<file path="config.mk">
export PLATFORM = sky130hd
export DESIGN_NAME = wr_unlock_seq
export DESIGN_NICKNAME = d
export VERILOG_FILES = /design/src/rtl/wr_unlock_pkg.sv /design/src/rtl/cmd_match.sv /design/src/rtl/seq_fsm.sv /design/src/rtl/wr_unlock_seq.sv
export SDC_FILE = /design/constraint.sdc
export NUM_CORES = 1
export LEC_CHECK = 0
export ABC_AREA = 1
export CAP_MARGIN = 5
export CORE_MARGIN = 8
export CORE_UTILIZATION = 37
export CTS_BUF_LIST = sky130_fd_sc_hd__clkbuf_16
export DETAILED_ROUTE_END_ITERATION = 10
export GPL_TIMING_DRIVEN = 0
export PLACE_DENSITY = 0.74
export SYNTH_ARGS = -nofsm -noshare
export SYNTH_HDL_FRONTEND = slang
export SYNTH_SLANG_ARGS = --single-unit
</file>
<file path="constraint.sdc">
create_clock -name clk -period 1.3 [get_ports clk]
set_input_delay 0.13 -clock clk [delete_from_list [all_inputs] [get_ports clk]]
set_output_delay 0.13 -clock clk [all_outputs]
set_load 0.02 [all_outputs]
</file>
<file path="src/rtl/wr_unlock_pkg.sv">
package wr_unlock_pkg;

    typedef enum logic [1:0] {
        PH_ARM  = 2'd0,
        PH_OPEN = 2'd1,
        PH_LOAD = 2'd2
    } phase_e;

    function automatic int step_bits(input int steps);
        return (steps < 2) ? 1 : $clog2(steps);
    endfunction

endpackage

</file>
<file path="src/rtl/cmd_match.sv">
module cmd_match #(
    parameter int ADDR_W    = 13,
    parameter int DATA_W    = 8,
    parameter int CMD_STEPS = 3,
    parameter logic [CMD_STEPS*ADDR_W-1:0] CMD_ADDRS = '0,
    parameter logic [CMD_STEPS*DATA_W-1:0] CMD_DATAS = '0
) (
    input  logic [ADDR_W-1:0]    addr,
    input  logic [DATA_W-1:0]    data,
    output logic [CMD_STEPS-1:0] hit
);

    for (genvar i = 0; i < CMD_STEPS; i++) begin : g_step
        localparam logic [ADDR_W-1:0] EXP_A = CMD_ADDRS[i*ADDR_W +: ADDR_W];
        localparam logic [DATA_W-1:0] EXP_D = CMD_DATAS[i*DATA_W +: DATA_W];
        assign hit[i] = (addr == EXP_A) && (data == EXP_D);
    end

endmodule

</file>
<file path="src/rtl/seq_fsm.sv">
module seq_fsm
    import wr_unlock_pkg::*;
#(
    parameter int CMD_STEPS = 3
) (
    input  logic                 clk,
    input  logic                 rst_n,
    input  logic                 wr_evt,
    input  logic                 win_expire,
    input  logic [CMD_STEPS-1:0] hit,
    output logic                 unlocked,
    output logic                 cmd_suppress,
    output logic                 wr_forward,
    output logic                 dummy_busy_req
);

    localparam int STEP_W = step_bits(CMD_STEPS);
    localparam logic [STEP_W-1:0] LAST_STEP = STEP_W'(CMD_STEPS - 1);

    typedef struct packed {
        phase_e            phase;
        logic [STEP_W-1:0] step;
        logic              sup;
        logic              fwd;
        logic              dum;
    } seq_t;

    seq_t q, d;
    phase_e            eff_phase;
    logic [STEP_W-1:0] eff_step;
    logic              cur_hit;

    always_comb begin
        // expiry closes the window before any coincident write is judged
        eff_phase = win_expire ? PH_ARM : q.phase;
        eff_step  = win_expire ? '0 : q.step;

        cur_hit = 1'b0;
        for (int i = 0; i < CMD_STEPS; i++) begin
            if (eff_step == STEP_W'(i)) cur_hit = hit[i];
        end

        d       = '0;
        d.phase = eff_phase;
        d.step  = eff_step;

        if (wr_evt) begin
            unique case (eff_phase)
                PH_ARM: begin
                    if (cur_hit) begin
                        d.sup = 1'b1;
                        if (eff_step == LAST_STEP) begin
                            d.phase = PH_OPEN;
                            d.step  = '0;
                        end else begin
                            d.step = eff_step + 1'b1;
                        end
                    end else begin
                        d.dum   = 1'b1;
                        d.phase = PH_ARM;
                        d.step  = '0;
                    end
                end
                PH_OPEN, PH_LOAD: begin
                    d.fwd   = 1'b1;
                    d.phase = PH_LOAD;
                end
                default: begin
                    d.phase = PH_ARM;
                    d.step  = '0;
                end
            endcase
        end
    end

    always_ff @(posedge clk or negedge rst_n) begin
        if (!rst_n) begin
            q <= '{phase: PH_ARM, step: '0, sup: 1'b0, fwd: 1'b0, dum: 1'b0};
        end else begin
            q <= d;
        end
    end

    assign unlocked       = (q.phase != PH_ARM);
    assign cmd_suppress   = q.sup;
    assign wr_forward     = q.fwd;
    assign dummy_busy_req = q.dum;

    p_pulse_needs_write_r11: assert property (@(posedge clk) disable iff (!rst_n)
        !wr_evt |=> !(cmd_suppress || wr_forward || dummy_busy_req));

    p_one_pulse_r11: assert property (@(posedge clk) disable iff (!rst_n)
        $onehot0({cmd_suppress, wr_forward, dummy_busy_req}));

    p_unlock_on_cmd_r2: assert property (@(posedge clk) disable iff (!rst_n)
        $rose(unlocked) |-> cmd_suppress);

    p_forward_only_open_r4: assert property (@(posedge clk) disable iff (!rst_n)
        wr_forward |-> unlocked);

    p_dummy_locked_r5: assert property (@(posedge clk) disable iff (!rst_n)
        dummy_busy_req |-> !unlocked);

    p_expiry_locks_r8: assert property (@(posedge clk) disable iff (!rst_n)
        (win_expire && !wr_evt) |=> !unlocked);

    p_write_locked_no_fwd_r5: assert property (@(posedge clk) disable iff (!rst_n)
        (wr_evt && !unlocked) |=> !wr_forward);

endmodule

</file>
<file path="src/rtl/wr_unlock_seq.sv">
module wr_unlock_seq #(
    parameter int ADDR_W    = 13,
    parameter int DATA_W    = 8,
    parameter int CMD_STEPS = 3,
    parameter logic [CMD_STEPS*ADDR_W-1:0] CMD_ADDRS = {13'h1555, 13'h0AAA, 13'h1555},
    parameter logic [CMD_STEPS*DATA_W-1:0] CMD_DATAS = {8'hA0, 8'h55, 8'hAA}
) (
    input  logic              clk,
    input  logic              rst_n,
    input  logic              wr_evt,
    input  logic [ADDR_W-1:0] wr_addr,
    input  logic [DATA_W-1:0] wr_data,
    input  logic              win_expire,
    output logic              unlocked,
    output logic              cmd_suppress,
    output logic              wr_forward,
    output logic              dummy_busy_req
);

    logic [CMD_STEPS-1:0] step_hit;

    cmd_match #(
        .ADDR_W   (ADDR_W),
        .DATA_W   (DATA_W),
        .CMD_STEPS(CMD_STEPS),
        .CMD_ADDRS(CMD_ADDRS),
        .CMD_DATAS(CMD_DATAS)
    ) u_match (
        .addr(wr_addr),
        .data(wr_data),
        .hit (step_hit)
    );

    seq_fsm #(
        .CMD_STEPS(CMD_STEPS)
    ) u_fsm (
        .clk           (clk),
        .rst_n         (rst_n),
        .wr_evt        (wr_evt),
        .win_expire    (win_expire),
        .hit           (step_hit),
        .unlocked      (unlocked),
        .cmd_suppress  (cmd_suppress),
        .wr_forward    (wr_forward),
        .dummy_busy_req(dummy_busy_req)
    );

endmodule

</file>
==> results of run 1 <==
==> metrics by stage <==
| step | TNS (ns) | hold WS (ns) |
|---|---|---|
| floorplan | 0 | -0.166 |
| global placement | -1.42 | 0.400 |
| detailed placement | -1.44 | 0.411 |
| CTS | 0 | 0.177 |
| global route | -0.0103 | 0.190 |
| finish | 0 | 0.164 |
==> state kept, by name (all words and copies together) (netlist names) <==
name                  count
u_fsm.cmd_suppress        1
u_fsm.dummy_busy_req      1
u_fsm.q                   4
u_fsm.wr_forward          1
==> routing by layer <==
layer | vias to the layer above | track usage | part of all wire
li1 | 430 | - | -
met1 | 355 | 0.109 | 0.42
met2 | 18 | 0.182 | 0.52
met3 | 4 | 0.0195 | 0.040
met4 | 0 | 0.0546 | 0.020
met5 | - | 0 | 0
==> how the worst max path moves through the flow <==
| stage | endpoint | startpoint | cells past startpoint |
|---|---|---|---|
| floorplan | u_fsm.q[4] | u_fsm.q[5] | 7 |
| global placement | u_fsm.q[4] | win_expire | 7 |
| detailed placement | u_fsm.q[4] | win_expire | 7 |
| CTS | u_fsm.q[4] | u_fsm.q[5] | 7 |
| global route | u_fsm.q[4] | wr_addr[0] | 9 |
| finish | cmd_suppress | u_fsm.cmd_suppress | 1 |
==> cells by family (layout without fill, tap and decap cells) <==
logic type                 count (synthesis)  count (layout)  synth area share
DFF                                        7               7             0.251
AOI/OAI and AO/OA                          3               3            0.0215
buffers and inverters                     36              68             0.194
and+or+nand+nor                           80              80             0.497
adders and majority gates                  2               2            0.0359
==> placed cells by master, fill, tap and decap left out, types with 2 or more instances in the layout <==
cell type        synthesis  routed
dfrtp_1                  7       7
nand3_2                  2       2
nand4_1                  3       3
clkbuf_16                0       3
dlygate4sd2_1            0       2
dlymetal6s2s_1           0       3
nor2_4                   0       3
inv_1                   34      31
clkdlybuf4s50_1          0      23
nor2_1                  21      19
nor2_2                   5       4
nand2_1                 43      42
nand2_2                  2       3
inv_2                    2       6
o21ai_0                  2       2
nand3_1                  2       2
==> power groups by stage <==
stage	Combinational (mW)	Sequential [mW]	Clock [mW]
after detailed placement	0.146	0.224	0
after global placement	0.143	0.224	0
after floorplan	0.0455	0.226	0
after global routing	0.162	0.221	0.532
after CTS	0.147	0.221	0.513
final	0.146	0.221	0.511
==> timing repair <==
item | in CTS | in global routing
endpoints found under the hold margin | 0 | 0
resized for setup | 8 | 9
pin swaps | 1 | 3
endpoints found under the setup margin | 3 | 2
==> cell type report <==
cell class / instances / area (um^2) / share of cell area
inverter: 36 / 135 / 0.120
tap: 25 / 31.3 / 0.0277
multi-input combinational: 85 / 424 / 0.375
timing repair buffer: 28 / 285 / 0.252
sequential: 7 / 175 / 0.155
clock buffer: 3 / 75.1 / 0.0664
clock inverter: 1 / 3.75 / 0.00332
==> reports/results.ini, run 1 <==
[status]
status=complete, no violations

[synthesis]
synth-edff-count=0
syn_nets=155
netlist.area_leader.share=0.251
synth.avg_cell_area_um2=5.44
postSynthCellCount=128
synth_area_leaders=dfrtp_1 25%, nand2_1 23%, inv_1 18%
synth-async-reset-ratio=1.00
synth_seq_cells=7
ys_seq_area_frac=0.251
ys_warn_count=0
synthTopCellsByCount=43 x nand2_1, 34 x inv_1, 21 x nor2_1
synth_area_um2=697
yosysMostFrequentCell=nand2_1
synth_flop_cell=dfrtp_1
synthDistinctLibCells=15
yosysTopAreaCell=dfrtp_1

[critical_path]
r2r-end=u_fsm.q[4]
reg2reg_depth=7
crit_path_max_incr_delay_ns=0.60
crit_buf_inv=1
start_kind=flip-flop
path_cells=clkdlybuf4s50_1
critPathTopFamily=buffers and inverters
worstPathRequired_ns=1.17
critPathMaxFanout=1
crit_slowest_cell=clkdlybuf4s50_1
crit_arrival_ns=1.14
r2r_setup_slack_ns=0.06
endpoint_kind=output port
crit_type=reg -> out
r2r_start=u_fsm.q[6]

[clock_network]
cts.sinks=7
h-tree-depth=1
cts_root_buf=clkbuf_16
cts_tree=yes
cts_max_path_buffers=2
cts_hold_buf=0
clock_latency_ns=0.23
post-cts-setup-buffers=0
cts.clk_slew.worst_paths_ns=0.04
cts_made_buffers=3

[global_route]
gr-total-overflow=0
antenna_found_initial=0
grt_pass1_vias=773
grt_max_degree=8
grt_first_pass_wirelength_um=2900
grt_usage=0.102

[cells_and_area]
finalNetCount=188
fin_util=0.647
n_fill_cell=162
layout.cells.non_filler=185
design_area_um2=1130
antenna_cells=0
areaGrowthSynthToFinish_pct=62.1
layout-drive-gt1-share=0.144

[floorplan]
die_h_um=59.4
dieWidth_um=59.4
start_util=0.399
design.portCount=29
core_region_area_um2=1750
die_area_um2=3530
rows=15

[sta]
drv_slew=0
min_period_ns=1.27
setup_viol=0
timing.final.crit_share=0.973
worstMarginPinSlew_ns=0.317
finClkSkew_ns=0.00165
fin_ws_ns=0.0349
fmax_mhz=790
slew_headroom=0.788
hold_viol=0

[power_and_ir_drop]
p_clk_frac=0.582
seqPwrFrac=0.252
powerDensity_nw_per_um2=777
power_uw=878
p_sw_frac=0.199
ir_worst_vdd_mv=0.537
leakagePower_nw=0.661
internal_power_uw=704
switching_power_uw=175
combPwrFrac=0.166

[drt]
via_per_inst=4.36
firstDrtPassIters=4
antenna_left=0
post_drt_wl_per_cell_um=9.54
drt_iter0_drc=10
num_vias=807
routed_wl_um=1770
drcViolationCount=0

[placed_design]
portBuffers=28
placed_area_um2=1010
gp_congestion=0.767
preCtsSetupSlack_ns=-0.370
dp_cells=181
hpwl_um=1480

[min_path]
hp-class=in -> async

[run]
drv_cap=0

(Power assumes the default switching activity.)
==> run 2: changes to the inputs <==
SETUP_SLACK_MARGIN = 0.15   (was unset)
SKIP_CTS_REPAIR_TIMING = 1   (was unset)
SLEW_MARGIN = 15   (was unset)
==> run 2 against run 1 <==
Sequential share of layout area shrank 1.5 points. Worst hold slack lost 0.0053 ns. First-iteration DRC count rose by 130%. Fmax is 3.3% higher. Final cell count grew 2.7%. Worst setup slack improved by 0.041 ns. Clock power barely moved. Count of clock-buffer cells in the layout did not move. Sequential power about the same. Die area is the same. Non-clock buffer count increased by 5.
==> reports/results.ini, run 2 (synthesis results as in run 1) <==
[critical_path]
worstPathRequired_ns=1.47  ; was 1.17 ns
start_kind=flip-flop  ; unchanged
reg2reg_depth=7  ; unchanged
r2r_setup_slack_ns=0.08  ; was 0.06 ns
critPathMaxFanout=3  ; was 1
crit_type=reg -> reg  ; was reg -> out
endpoint_kind=flip-flop  ; was output port
r2r-end=u_fsm.q[4]  ; unchanged
r2r_start=u_fsm.q[5]  ; was u_fsm.q[6]
crit_arrival_ns=1.39  ; was 1.14 ns

[global_route]
grt_usage=0.115  ; was 0.102
gr-total-overflow=0  ; unchanged
grt_first_pass_wirelength_um=3170  ; was 2900 um
grt_max_degree=8  ; unchanged
antenna_found_initial=0  ; unchanged
grt_pass1_vias=764  ; was 773

[floorplan]
design.portCount=29  ; unchanged
core_region_area_um2=1750  ; unchanged
die_h_um=59.4  ; unchanged
rows=15  ; unchanged
die_area_um2=3530  ; unchanged
dieWidth_um=59.4  ; unchanged
start_util=0.399  ; unchanged

[clock_network]
cts_max_path_buffers=2  ; unchanged
cts.sinks=7  ; unchanged
clock_latency_ns=0.23  ; about the same
cts_tree=yes  ; unchanged
cts_made_buffers=3  ; unchanged
cts_root_buf=clkbuf_16  ; unchanged
h-tree-depth=1  ; unchanged
cts.clk_slew.worst_paths_ns=0.04  ; about the same

[cells_and_area]
layout.cells.non_filler=190  ; was 185
layout-drive-gt1-share=0.267  ; was 0.144
largest_reg_flops=4  ; unchanged
n_fill_cell=145  ; was 162
mostFrequentLayoutCell=nand2_1  ; unchanged
antenna_cells=0  ; unchanged
areaGrowthSynthToFinish_pct=79.5  ; was 62.1%
layout_common_cells=36 x nand2_1, 27 x inv_1, 25 x dlymetal6s2s_1  ; was 42 x nand2_1, 31 x inv_1, 23 x clkdlybuf4s50_1
regMostFlops=u_fsm.q  ; unchanged
finalNetCount=193  ; was 188

[power_and_ir_drop]
leakagePower_nw=0.896  ; was 0.661 nW
power_uw=876  ; was 878 uW
ir_worst_vdd_mv=0.515  ; was 0.537 mV
powerDensity_nw_per_um2=701  ; was 777 nW/um^2

[placed_design]
gp_congestion=0.784  ; was 0.767
hpwl_um=1640  ; was 1480 um
dp_cells=181  ; unchanged
portBuffers=28  ; unchanged

[min_path]
hp-class=in -> async  ; unchanged

[sta]
min_period_ns=1.22  ; was 1.27 ns
slew_headroom=0.796  ; was 0.788
finClkSkew_ns=0.00148  ; was 0.00165 ns
timing.final.crit_share=0.942  ; was 0.973
fmax_mhz=817  ; was 790 MHz
grt_setup_unrepaired=true
hold_viol=0  ; unchanged
hold_ws_ns=0.159  ; was 0.164 ns
drv_slew=0  ; unchanged
worstMarginPinSlew_ns=0.305  ; was 0.317 ns
setup_viol=0  ; unchanged

[drt]
num_vias=815  ; was 807
via_per_inst=4.29  ; was 4.36
post_drt_wl_per_cell_um=10.5  ; was 9.54 um
antenna_left=0  ; unchanged
drcViolationCount=0  ; unchanged
routed_wl_um=2000  ; was 1770 um
firstDrtPassIters=6  ; was 4
drt_iter0_drc=23  ; was 10

[run]
drv_cap=0  ; unchanged

[status]
status=complete, no violations  ; unchanged

==> run 2: changes by cell type in the layout (fill, tap and decap cells not counted), sizes merged <==
cell	previous run	this run
buf	0	5
clkdlybuf4s50	23	3
dlymetal6s2s	3	25
dlygate4sd2	2	0
==> run 2: worst max path at each step <==
stage | start | to | slack (ns) | cells past startpoint
floorplan | u_fsm.q[6] | u_fsm.q[4] | 0.12 | 7
global placement | win_expire | u_fsm.q[4] | -0.23 | 7
detailed placement | win_expire | u_fsm.q[4] | -0.28 | 7
CTS | u_fsm.q[5] | unlocked | -0.13 | 3
global route | u_fsm.q[5] | u_fsm.q[4] | 0.03 | 7
finish | u_fsm.q[5] | u_fsm.q[4] | 0.08 | 7
==> run 2: cell type report <==
cell class	count	area, um^2	share of cell area
Clock inverter	1	3.75	0.00300
Multi-Input combinational cell	85	450	0.360
Tap cell	25	31.3	0.0250
Timing Repair Buffer	33	380	0.304
Inverter	36	135	0.108
Sequential cell	7	175	0.140
Clock buffer	3	75.1	0.0600
==> run 2: power by group <==
group | internal [mW] | switching, mW | leakage, nW
Combinational | 0.0786 | 0.0689 | 0.758
Clock | 0.399 | 0.109 | 0.0423
Sequential | 0.221 | 0.000299 | 0.0955
Total | 0.699 | 0.178 | 0.896
==> run 2: routing by layer <==
layer | vias to the layer above | global-route usage | wire length (um)
met1 | 351 | 0.130 | 866
met2 | 24 | 0.194 | 1050
li1 | 438 | - | -
met5 | - | 0 | 0
met4 | 0 | 0.0614 | 14
met3 | 2 | 0.0260 | 77
==> run 2: worst max-delay path, cell delays in order, from the launching register on <==
cell     delay (ns)
dfrtp_1        0.34
inv_2          0.05
nor2_4         0.10
inv_2          0.06
ha_4           0.28
a21oi_2        0.05
or2_4          0.22
nand2_2        0.05
==> run 2: stage by stage <==
step | utilization | worst slack, ns | TNS, ns | cell area [um^2]
2_1_floorplan | - | 0.118 | 0 | 723
3_3_place_gp | 0.593 | -0.233 | -0.905 | 1030
3_5_place_dp | 0.593 | -0.283 | -1.19 | 1030
4_1_cts | 0.638 | -0.127 | -0.174 | 1110
5_1_grt | 0.717 | 0.0333 | 0 | 1250
6_report | 0.717 | 0.0757 | 0 | 1250
==> run 3: changes to the inputs <==
RECOVER_POWER = 100   (was unset)
==> run 3 against run 2 <==
Sequential share of layout area is 0.40 points higher. Global-route usage stayed put. Flip-flop and latch count stayed put. Count of clock-buffer cells in the layout stayed put. Die area stayed put. Non-clock buffer count stayed put. Largest cell class unchanged.
==> reports/results.ini, run 3 (synthesis results as in run 1) <==
[power_and_ir_drop]
switching_power_uw=178  ; about the same
leakagePower_nw=0.823  ; was 0.896 nW
powerDensity_nw_per_um2=719  ; was 701 nW/um^2
p_sw_frac=0.203  ; about the same
seqPwrFrac=0.253  ; was 0.252
internal_power_uw=696  ; was 699 uW
combPwrFrac=0.166  ; was 0.168
p_clk_frac=0.581  ; was 0.579
ir_worst_vdd_mv=0.515  ; about the same
power_uw=874  ; was 876 uW

[sta]
min_period_ns=1.23  ; was 1.22 ns
hold_viol=0  ; unchanged
tns_ns=0  ; unchanged
fmax_mhz=810  ; was 817 MHz
setup_viol=0  ; unchanged
grt_setup_unrepaired=true  ; unchanged
worstMarginPinSlew_ns=0.310  ; was 0.305 ns
timing.final.crit_share=0.950  ; was 0.942
finClkSkew_ns=0.00148  ; about the same
slew_headroom=0.793  ; was 0.796
drv_slew=0  ; unchanged

[clock_network]
h-tree-depth=1  ; unchanged
cts_root_buf=clkbuf_16  ; unchanged
clock_latency_ns=0.23  ; about the same
cts_tree=yes  ; unchanged
cts.clk_slew.worst_paths_ns=0.04  ; about the same
cts.sinks=7  ; unchanged
cts_made_buffers=3  ; unchanged
cts_max_path_buffers=2  ; unchanged

[floorplan]
die_h_um=59.4  ; unchanged
rows=15  ; unchanged
die_area_um2=3530  ; unchanged
core_region_area_um2=1750  ; unchanged
dieWidth_um=59.4  ; unchanged
start_util=0.399  ; unchanged
design.portCount=29  ; unchanged

[critical_path]
crit_type=reg -> reg  ; unchanged
crit_end=u_fsm.q[4]  ; unchanged
crit_arrival_ns=1.40  ; was 1.39 ns
endpoint_kind=flip-flop  ; unchanged
startpoint=u_fsm.q[5]  ; unchanged
worstPathRequired_ns=1.47  ; about the same
r2r_start=u_fsm.q[5]  ; unchanged
r2r_setup_slack_ns=0.07  ; was 0.08 ns
r2r-end=u_fsm.q[4]  ; unchanged
critPathMaxFanout=3  ; unchanged
start_kind=flip-flop  ; unchanged
reg2reg_depth=7  ; unchanged

[placed_design]
dp_cells=181  ; unchanged
gp_congestion=0.784  ; unchanged
hpwl_um=1640  ; unchanged
portBuffers=28  ; unchanged

[global_route]
grt_usage=0.115  ; unchanged
grt_max_degree=8  ; unchanged
grt_first_pass_wirelength_um=3170  ; unchanged
grt_pass1_vias=764  ; unchanged
antenna_found_initial=0  ; unchanged
gr-total-overflow=0  ; unchanged

[cells_and_area]
mostFrequentLayoutCell=nand2_1  ; unchanged
largest_reg_flops=4  ; unchanged
layout.cells.non_filler=190  ; unchanged
antenna_cells=0  ; unchanged
layout_common_cells=36 x nand2_1, 29 x inv_1, 21 x dlymetal6s2s_1  ; was 36 x nand2_1, 27 x inv_1, 25 x dlymetal6s2s_1
finalNetCount=193  ; unchanged
fin_util=0.697  ; was 0.717
regMostFlops=u_fsm.q  ; unchanged
areaGrowthSynthToFinish_pct=74.5  ; was 79.5%
layout-drive-gt1-share=0.255  ; was 0.267

[drt]
num_vias=814  ; was 815
via_per_inst=4.28  ; was 4.29
antenna_left=0  ; unchanged
drcViolationCount=0  ; unchanged
post_drt_wl_per_cell_um=10.6  ; was 10.5 um
firstDrtPassIters=6  ; unchanged
drt_iter0_drc=24  ; was 23
routed_wl_um=2010  ; was 2000 um

[run]
drv_cap=0  ; unchanged

[min_path]
hp-class=in -> async  ; unchanged

[status]
status=complete, no violations  ; unchanged

run 3: cell types whose count changed in the layout (fill, tap and decap cells not counted):
| cell | before | now |
|---|---|---|
| clkdlybuf4s50_1 | 3 | 2 |
| dlymetal6s2s_1 | 25 | 21 |
| inv_1 | 27 | 29 |
| inv_2 | 10 | 8 |
| clkbuf_1 | 0 | 4 |
| dlygate4sd3_1 | 0 | 1 |
run 3: how the worst min path moves through the flow:
stage,from,endpoint,slack [ns]
floorplan,rst_n,u_fsm.cmd_suppress,-0.17
finish,rst_n,u_fsm.dummy_busy_req,0.23
CTS,rst_n,u_fsm.dummy_busy_req,0.17
detailed placement,rst_n,u_fsm.cmd_suppress,0.41
global route,rst_n,u_fsm.cmd_suppress,0.26
global placement,rst_n,u_fsm.cmd_suppress,0.39
run 3: metal layers:
metal,global-route usage,wire length (um)
met4,0.0614,14
met1,0.130,877
met2,0.194,1040
met3,0.0260,72
met5,0,0
run 3: final cells by class:
cell class / instances / area (um^2)
inverter: 36 / 135
tap: 25 / 31.3
clock inverter: 1 / 3.75
fill: 152 / 529
sequential: 7 / 175
multi-input combinational: 85 / 450
clock buffer: 3 / 75.1
timing repair buffer: 33 / 345
run 3: worst max-delay path, stage by stage (launching register included):
cell	delay, ns
dfrtp_1	0.33
inv_1	0.07
nor2_4	0.11
inv_2	0.06
ha_4	0.28
a21oi_2	0.05
or2_4	0.22
nand2_2	0.05
run 3: metrics by stage:
step,worst slack [ns],cell area (um^2),hold slack [ns]
floorplan,0.118,723,-0.166
detailed placement,-0.283,1030,0.405
CTS,-0.127,1110,0.167
global route,0.0202,1220,0.255
finish,0.0654,1220,0.229
global placement,-0.233,1030,0.393
run 3: power groups by stage:
stage / combinational (mW) / sequential, mW / clock, mW
after global routing: 0.162 / 0.221 / 0.537
after floorplan: 0.0463 / 0.226 / 0
after detailed placement: 0.149 / 0.224 / 0
final: 0.145 / 0.221 / 0.508
after global placement: 0.145 / 0.224 / 0
after CTS: 0.149 / 0.221 / 0.515
